## src/rtl/eep_pkg.sv

```systemverilog
package eep_pkg;
    typedef enum logic [3:0] {
        S_IDLE, S_DEV, S_DEV_ACK, S_ADDR, S_ADDR_ACK,
        S_WDATA, S_WDATA_ACK, S_RDATA, S_RACK, S_WAIT, S_PROG
    } eep_state_e;

    localparam logic [3:0] DEV_TYPE = 4'b1010;
    localparam int BYTE_BITS = 8;
endpackage

```

## src/rtl/eep_bus_sync.sv

```systemverilog
module eep_bus_sync (
    input  logic clk,
    input  logic rst_n,
    input  logic scl_i,
    input  logic sda_i,
    output logic sda_s,
    output logic scl_rise,
    output logic scl_fall,
    output logic start_ev,
    output logic stop_ev
);
    typedef struct packed {
        logic [1:0] scl_pipe;
        logic [1:0] sda_pipe;
        logic       scl_last;
        logic       sda_last;
    } sync_t;

    sync_t sync_d, sync_q;
    logic  scl_s;

    always_comb begin
        sync_d          = sync_q;
        sync_d.scl_pipe = {sync_q.scl_pipe[0], scl_i};
        sync_d.sda_pipe = {sync_q.sda_pipe[0], sda_i};
        sync_d.scl_last = sync_q.scl_pipe[1];
        sync_d.sda_last = sync_q.sda_pipe[1];
    end

    always_ff @(posedge clk or negedge rst_n) begin
        if (!rst_n) sync_q <= '1;
        else        sync_q <= sync_d;
    end

    assign scl_s    = sync_q.scl_pipe[1];
    assign sda_s    = sync_q.sda_pipe[1];
    assign scl_rise = scl_s & ~sync_q.scl_last;
    assign scl_fall = ~scl_s & sync_q.scl_last;
    // SDA moving while SCL stays high marks a bus condition, not data
    assign start_ev = scl_s & sync_q.scl_last & sync_q.sda_last & ~sda_s;
    assign stop_ev  = scl_s & sync_q.scl_last & ~sync_q.sda_last & sda_s;
endmodule

```

## src/rtl/eep_prog_timer.sv

```systemverilog
module eep_prog_timer #(
    parameter int CYCLES = 1_000_000
) (
    input  logic clk,
    input  logic rst_n,
    input  logic start_i,
    output logic done_o
);
    localparam int CW = $clog2(CYCLES + 1);

    typedef struct packed {
        logic          run;
        logic [CW-1:0] cnt;
    } tmr_t;

    tmr_t tmr_d, tmr_q;

    assign done_o = tmr_q.run && (tmr_q.cnt == CW'(CYCLES - 1));

    always_comb begin
        tmr_d = tmr_q;
        if (start_i) begin
            tmr_d.run = 1'b1;
            tmr_d.cnt = '0;
        end else if (done_o) begin
            tmr_d.run = 1'b0;
        end else if (tmr_q.run) begin
            tmr_d.cnt = tmr_q.cnt + 1'b1;
        end
    end

    always_ff @(posedge clk or negedge rst_n) begin
        if (!rst_n) tmr_q <= '0;
        else        tmr_q <= tmr_d;
    end
endmodule

```

## src/rtl/eep_array.sv

```systemverilog
module eep_array #(
    parameter int MEM_BYTES  = 256,
    parameter int PAGE_BYTES = 16
) (
    input  logic                          clk,
    input  logic                          rst_n,
    input  logic [$clog2(MEM_BYTES)-1:0]  rd_addr,
    output logic [7:0]                    rd_data,
    input  logic                          commit,
    input  logic [$clog2(MEM_BYTES)-$clog2(PAGE_BYTES)-1:0] page_idx,
    input  logic [PAGE_BYTES-1:0][7:0]    pbuf,
    input  logic [PAGE_BYTES-1:0]         mask
);
    localparam int PW = $clog2(PAGE_BYTES);

    logic [7:0] mem_q [MEM_BYTES];

    assign rd_data = mem_q[rd_addr];

    // all buffered slots of the page land in the same clock
    always_ff @(posedge clk or negedge rst_n) begin
        if (!rst_n) begin
            for (int a = 0; a < MEM_BYTES; a++) mem_q[a] <= 8'h00;
        end else if (commit) begin
            for (int i = 0; i < PAGE_BYTES; i++) begin
                if (mask[i]) mem_q[{page_idx, PW'(i)}] <= pbuf[i];
            end
        end
    end
endmodule

```

## src/rtl/eeprom_i2c_slave.sv

```systemverilog
module eeprom_i2c_slave #(
    parameter int MEM_BYTES  = 256,
    parameter int PAGE_BYTES = 16,
    parameter int WRITE_CLKS = 1_000_000
) (
    input  logic       clk,
    input  logic       rst_n,
    input  logic       scl_i,
    input  logic       sda_i,
    input  logic [2:0] dev_sel_i,
    output logic       sda_pull_o
);
    import eep_pkg::*;

    localparam int AW = $clog2(MEM_BYTES);
    localparam int PW = $clog2(PAGE_BYTES);
    localparam int GW = AW - PW;

    typedef struct packed {
        eep_state_e                st;
        logic [3:0]                cnt;
        logic [7:0]                sh;
        logic [AW-1:0]             ptr;
        logic                      rw;
        logic                      pull;
        logic [PAGE_BYTES-1:0][7:0] pbuf;
        logic [PAGE_BYTES-1:0]     mask;
    } ctl_t;

    ctl_t       ctl_d, ctl_q;
    eep_state_e st_w;
    logic       sda_s, scl_rise, scl_fall, start_ev, stop_ev;
    logic       prog_start, prog_done, commit;
    logic [7:0] rd_data;

    eep_bus_sync i_sync (
        .clk      (clk),
        .rst_n    (rst_n),
        .scl_i    (scl_i),
        .sda_i    (sda_i),
        .sda_s    (sda_s),
        .scl_rise (scl_rise),
        .scl_fall (scl_fall),
        .start_ev (start_ev),
        .stop_ev  (stop_ev)
    );

    eep_prog_timer #(.CYCLES(WRITE_CLKS)) i_timer (
        .clk     (clk),
        .rst_n   (rst_n),
        .start_i (prog_start),
        .done_o  (prog_done)
    );

    eep_array #(.MEM_BYTES(MEM_BYTES), .PAGE_BYTES(PAGE_BYTES)) i_array (
        .clk      (clk),
        .rst_n    (rst_n),
        .rd_addr  (ctl_q.ptr),
        .rd_data  (rd_data),
        .commit   (commit),
        .page_idx (ctl_q.ptr[AW-1:PW]),
        .pbuf     (ctl_q.pbuf),
        .mask     (ctl_q.mask)
    );

    always_comb begin
        ctl_d      = ctl_q;
        prog_start = 1'b0;
        commit     = 1'b0;

        if (ctl_q.st == S_PROG) begin
            // bus is deaf until the array has been updated
            if (prog_done) begin
                commit     = 1'b1;
                ctl_d.st   = S_IDLE;
                ctl_d.mask = '0;
            end
        end else if (start_ev) begin
            ctl_d.st   = S_DEV;
            ctl_d.cnt  = '0;
            ctl_d.pull = 1'b0;
        end else if (stop_ev) begin
            ctl_d.cnt  = '0;
            ctl_d.pull = 1'b0;
            if (ctl_q.st == S_WDATA && |ctl_q.mask) begin
                ctl_d.st   = S_PROG;
                prog_start = 1'b1;
            end else begin
                ctl_d.st = S_IDLE;
            end
        end else begin
            unique case (ctl_q.st)
                S_DEV, S_ADDR, S_WDATA: begin
                    if (scl_rise && ctl_q.cnt < 4'(BYTE_BITS)) begin
                        ctl_d.sh  = {ctl_q.sh[6:0], sda_s};
                        ctl_d.cnt = ctl_q.cnt + 4'd1;
                    end else if (scl_fall && ctl_q.cnt == 4'(BYTE_BITS)) begin
                        ctl_d.cnt = '0;
                        if (ctl_q.st == S_DEV) begin
                            if (ctl_q.sh[7:4] == DEV_TYPE && ctl_q.sh[3:1] == dev_sel_i) begin
                                ctl_d.st   = S_DEV_ACK;
                                ctl_d.rw   = ctl_q.sh[0];
                                ctl_d.pull = 1'b1;
                            end else begin
                                ctl_d.st = S_WAIT;
                            end
                        end else if (ctl_q.st == S_ADDR) begin
                            ctl_d.ptr  = ctl_q.sh[AW-1:0];
                            ctl_d.mask = '0;
                            ctl_d.st   = S_ADDR_ACK;
                            ctl_d.pull = 1'b1;
                        end else begin
                            ctl_d.pbuf[ctl_q.ptr[PW-1:0]] = ctl_q.sh;
                            ctl_d.mask[ctl_q.ptr[PW-1:0]] = 1'b1;
                            ctl_d.ptr  = {ctl_q.ptr[AW-1:PW], ctl_q.ptr[PW-1:0] + 1'b1};
                            ctl_d.st   = S_WDATA_ACK;
                            ctl_d.pull = 1'b1;
                        end
                    end
                end
                S_DEV_ACK: begin
                    if (scl_fall) begin
                        if (ctl_q.rw) begin
                            ctl_d.st   = S_RDATA;
                            ctl_d.sh   = rd_data;
                            ctl_d.pull = ~rd_data[7];
                        end else begin
                            ctl_d.st   = S_ADDR;
                            ctl_d.pull = 1'b0;
                        end
                    end
                end
                S_ADDR_ACK, S_WDATA_ACK: begin
                    if (scl_fall) begin
                        ctl_d.st   = S_WDATA;
                        ctl_d.pull = 1'b0;
                    end
                end
                S_RDATA: begin
                    if (scl_fall) begin
                        if (ctl_q.cnt == 4'(BYTE_BITS - 1)) begin
                            ctl_d.st   = S_RACK;
                            ctl_d.cnt  = '0;
                            ctl_d.pull = 1'b0;
                        end else begin
                            ctl_d.cnt  = ctl_q.cnt + 4'd1;
                            ctl_d.sh   = {ctl_q.sh[6:0], 1'b0};
                            ctl_d.pull = ~ctl_q.sh[6];
                        end
                    end
                end
                S_RACK: begin
                    if (scl_rise) begin
                        ctl_d.ptr = ctl_q.ptr + 1'b1;
                        if (sda_s) ctl_d.st  = S_WAIT;
                        else       ctl_d.cnt = 4'd1;
                    end else if (scl_fall && ctl_q.cnt == 4'd1) begin
                        ctl_d.st   = S_RDATA;
                        ctl_d.cnt  = '0;
                        ctl_d.sh   = rd_data;
                        ctl_d.pull = ~rd_data[7];
                    end
                end
                default: ;
            endcase
        end
    end

    always_ff @(posedge clk or negedge rst_n) begin
        if (!rst_n) begin
            ctl_q    <= '0;
            ctl_q.st <= S_IDLE;
        end else begin
            ctl_q <= ctl_d;
        end
    end

    assign sda_pull_o = ctl_q.pull;
    assign st_w       = ctl_q.st;

    // page index width is used only by the array port
    if (GW < 1) begin : g_bad_cfg
        initial $error("MEM_BYTES must exceed PAGE_BYTES");
    end
endmodule

```

## config.mk

```make
export PLATFORM = sky130hd
export DESIGN_NAME = eeprom_i2c_slave
export DESIGN_NICKNAME = d
export VERILOG_FILES = /design/src/rtl/eep_pkg.sv /design/src/rtl/eep_bus_sync.sv /design/src/rtl/eep_prog_timer.sv /design/src/rtl/eep_array.sv /design/src/rtl/eeprom_i2c_slave.sv
export SDC_FILE = /design/constraint.sdc
export NUM_CORES = 2
export LEC_CHECK = 0
export BUFFER_PORTS_ARGS = -buffer_cell sky130_fd_sc_hd__buf_2
export CORE_MARGIN = 5
export CORE_UTILIZATION = 52
export CTS_CLUSTER_DIAMETER = 150
export DETAILED_ROUTE_END_ITERATION = 10
export PLACE_DENSITY = 0.69
export SLEW_MARGIN = 20
export SYNTH_ARGS = -nofsm -noshare
export SYNTH_HDL_FRONTEND = slang
export SYNTH_HIERARCHICAL = 1
export SYNTH_SLANG_ARGS = --single-unit
export TNS_END_PERCENT = 10
```

## constraint.sdc

```tcl
create_clock -name clk -period 5.3 [get_ports clk]
set_input_delay 1.325 -clock clk [delete_from_list [all_inputs] [get_ports clk]]
set_output_delay 1.325 -clock clk [all_outputs]
set_load 0.1 [all_outputs]
```

==> flow_summary_export.csv <==
group,metric,value,unit
final_layout,n_fill_cell,14970,
die,die-area,205100,µm²
synthesis,ys.flop_type,"dfrtp_1",
timing,hold_violations,0,
final_layout,post-route-cell-area,113700,µm²
synthesis,synth_edf_count,0,
die,die-height,452.9,µm
route,ant_nets,0,
timing,fin_setup_tns,0,ns
clock_network,cts_htree_levels,4,
synthesis,synth_common_cells,"2,239 x dfrtp_1, 2,204 x mux2_2, 399 x mux4_2, 346 x nor2_1, 263 x clkbuf_1",
place,place_congestion,1.089,
setup_path,slowest_stage,"a211oi_1",
synthesis,netlist_instances,6792,
synthesis,synth-seq-area-share,55.09,%
run,timing.max_cap.violations,0,
clock_network,cts-root-buf,"clkbuf_16",
clock_network,clk_latency,0.90,ns
timing,finClkSkew,0.05406,ns
die,start_util,52.30,%
setup_path,reg2regPathDepth,12,
setup_path,crit_type,"register to register",
clock_network,clock-sinks,2245,
final_layout,stdcell_count,9777,
clock_network,cts_setup_buffers,0,
setup_path,critical-path-top-delay-family,"compound AO/OA/AOI/OAI gates",
grt,grt_max_degree,143,
clock_network,clockBufferDepth,3,
synthesis,synth_most_common_cell,"dfrtp_1",
clock_network,cts_tree,"done",
grt,grt-ovfl-total,0,
place,dp_hpwl,239300,µm
synthesis,async_reset_ff_share,100.0,%
timing,timing.final.crit_share,94.81,%
setup_path,end_kind,"register",
clock_network,clk_pin_slew,0.07,ns
setup_path,worstPathRequired,6.12,ns
clock_network,postCtsHoldBufs,0,
setup_path,reg2reg_slack,0.27,ns
setup_path,path_cells,"buf_12, buf_4, mux4_2, a221oi_1, o21ai_0, a211oi_1, nor4_1, buf_4, or4_1, o221ai_1, nand3_1, o21ai_0",
setup_path,critPathLaunch,"ctl_q[146]",
setup_path,crit_fanout,40,
clock_network,ctsResizeCount,0,
setup_path,cp.arrival,5.84,ns
route,dr.pass1.iters,6,
min_path,whs_path_depth,0,
route,routed_wl,368100,µm
setup_path,r2r_start,"ctl_q[146]",
route,drc_errors,0,
place,port-buffer-count,7,
synthesis,synth.net_count,6807,
die,rows,162,
route,wl_per_cell,37.65,µm
setup_path,crit_path_end,"sda_pull_o",
setup_path,start_kind,"register",
outcome,status,"completed",
power_and_ir_drop,vdd_drop_max,0.3793,mV
setup_path,cp_num_cells,12,
timing,slew_violations,0,
route,wl_met3,49440,µm
synthesis,postSynthAreaPerCell,15.02,µm²
route,vias,66700,
timing,finalHoldWorstSlack,0.3568,ns
timing,timing.slew.headroom,9.301,%
timing,tightest_slew,1.360,ns
grt,grt.total_usage,35.90,%
die,die_w,452.9,µm
die,core-area,195000,µm²
power_and_ir_drop,power_density,326.4,nW/µm²
timing,finalCriticalPeriod,5.025,ns
route,wl_met2,151200,µm
route,drt_iter0_markers,8315,
setup_path,r2r_end,"sda_pull_o",
setup_path,critPathMaxStageDelay,0.97,ns
power_and_ir_drop,leakagePower,53.11,nW
synthesis,yosys.area.top_type,"dfrtp_1",
synthesis,ys_top_cells_by_area,"dfrtp_1 55%, mux2_2 24%, mux4_2 8.8%",
final_layout,area_delta_synth_final,11.52,%
route,wl_met1,146200,µm
synthesis,ys_types,96,
setup_path,cp_num_buf_inv,3,
timing,setup_violations,0,
die,pin_count,8,
place,placed_cell_area,106200,µm²
route,via_per_inst,6.822,
synthesis,post-synth-top-area-fraction,54.94,%
synthesis,synth_warnings,6,
min_path,hp-class,"register to register",
timing,rsz0062_at_grt,"no",
synthesis,syn_area,102000,µm²
timing,fmax,0.1990,GHz
grt,grt_pass1_wl,520500,µm
synthesis,ys_seq_elements,2245,
route,top_layer_used,"met5",
clock_network,cts-buffers-inserted,227,
final_layout,drive_above_1_share,47.28,%
final_layout,nets,6970,
grt,antenna_found_initial,46,
place,dpl.cell_count,9350,
grt,grt_pass1_vias,66670,
-- layer usage --
layer / track usage [%] / vias to the layer above
met5: 0 / -
met4: 17.14 / 18
met3: 13.95 / 826
met2: 48.85 / 3989
met1: 50.57 / 36070
li1: - / 25790
-- cells by family after synthesis --
kind of cell / after synthesis / synth area share [%]
muxes: 2866 / 35.74
buffers and inverters: 428 / 2.140
AOI/OAI and AO/OA: 532 / 3.635
DFF: 2245 / 55.09
adders and majority gates: 8 / 0.09815
xor gates and xnor gates: 9 / 0.07729
and+or+nand+nor: 704 / 3.224
-- sequential cells by signal, indices dropped and copies added, names as in the netlist --
| signal | cells |
|---|---|
| ctl_q | 165 |
| i_sync/sync_q | 2 |
| i_timer/tmr_q | 21 |
| sda_pull_o | 1 |
| i_array/mem_q | 2048 |
| i_sync/scl_s | 1 |
| i_sync/sda_s | 1 |
| st_w | 4 |
| i_sync/sync_d | 2 |
-- worst min path at each step --
stage / from / end
finish: i_sync/sync_d[3] / i_sync/sda_s
global route: i_sync/sync_d[3] / i_sync/sda_s
CTS: i_sync/sync_d[3] / i_sync/sda_s
detailed placement: i_sync/sync_d[3] / i_sync/sda_s
global placement: i_sync/sync_d[3] / i_sync/sda_s
floorplan: i_sync/sync_d[5] / i_sync/scl_s
-- layout make-up --
class                           count  area [µm²]  area share, %
Sequential cell                  2245       56220          49.43
Multi-Input combinational cell   4119       43680          38.40
Clock buffer                      337        6605          5.807
Tap cell                         2624        3283          2.886
Timing Repair Buffer              344        2980          2.620
Clock inverter                     81       884.6         0.7777
Inverter                           18       67.56        0.05940
Antenna cell                        9       22.52        0.01980
-- layout by cell type (no fill, tap or decap), types with 12 or more instances in the layout --
| master | instances |
|---|---|
| clkbuf_8 | 49 |
| o221ai_1 | 101 |
| a22oi_1 | 60 |
| mux2i_1 | 255 |
| o21ai_0 | 55 |
| a22o_1 | 14 |
| buf_12 | 33 |
| nand2_1 | 122 |
| inv_1 | 15 |
| clkbuf_1 | 60 |
| a221oi_1 | 12 |
| nand3_1 | 28 |
| clkinv_2 | 45 |
| nor2b_1 | 25 |
| nor3_1 | 42 |
| mux4_2 | 399 |
| dfrtp_1 | 2221 |
| buf_4 | 305 |
| a211oi_1 | 17 |
| mux2_2 | 2204 |
| a21oi_1 | 123 |
| a31oi_1 | 25 |
| clkbuf_16 | 228 |
| dfrtp_2 | 14 |
| o22ai_1 | 51 |
| nor4_1 | 26 |
| nor2_1 | 345 |
-- per-stage QoR --
step	setup slack, ns	total power [mW]	utilization, %
global placement	0.4637	21.21	54.46
CTS	0.4975	37.27	58.31
finish	0.2748	37.12	58.33
global route	0.2675	38.17	58.32
detailed placement	0.5329	21.22	54.47
floorplan	1.661	20.08	-
-- worst reg2reg max path, delay by kind of cell (launching register included) --
family          cells  cell delay, ns
simple gates        3            0.73
buf+inv             3            1.10
compound gates      5            1.63
flops               1            0.76
mux                 1            0.71
-- report_power, final --
part | leakage [nW] | total [mW] | switching, mW | internal (mW)
Sequential | 31.3 | 17.4 | 0.213 | 17.2
Combinational | 18.1 | 3.53 | 2.29 | 1.24
Clock | 3.69 | 16.2 | 7.02 | 9.16
Total | 53.1 | 37.1 | 9.53 | 27.6
(Power assumes the default switching activity.)
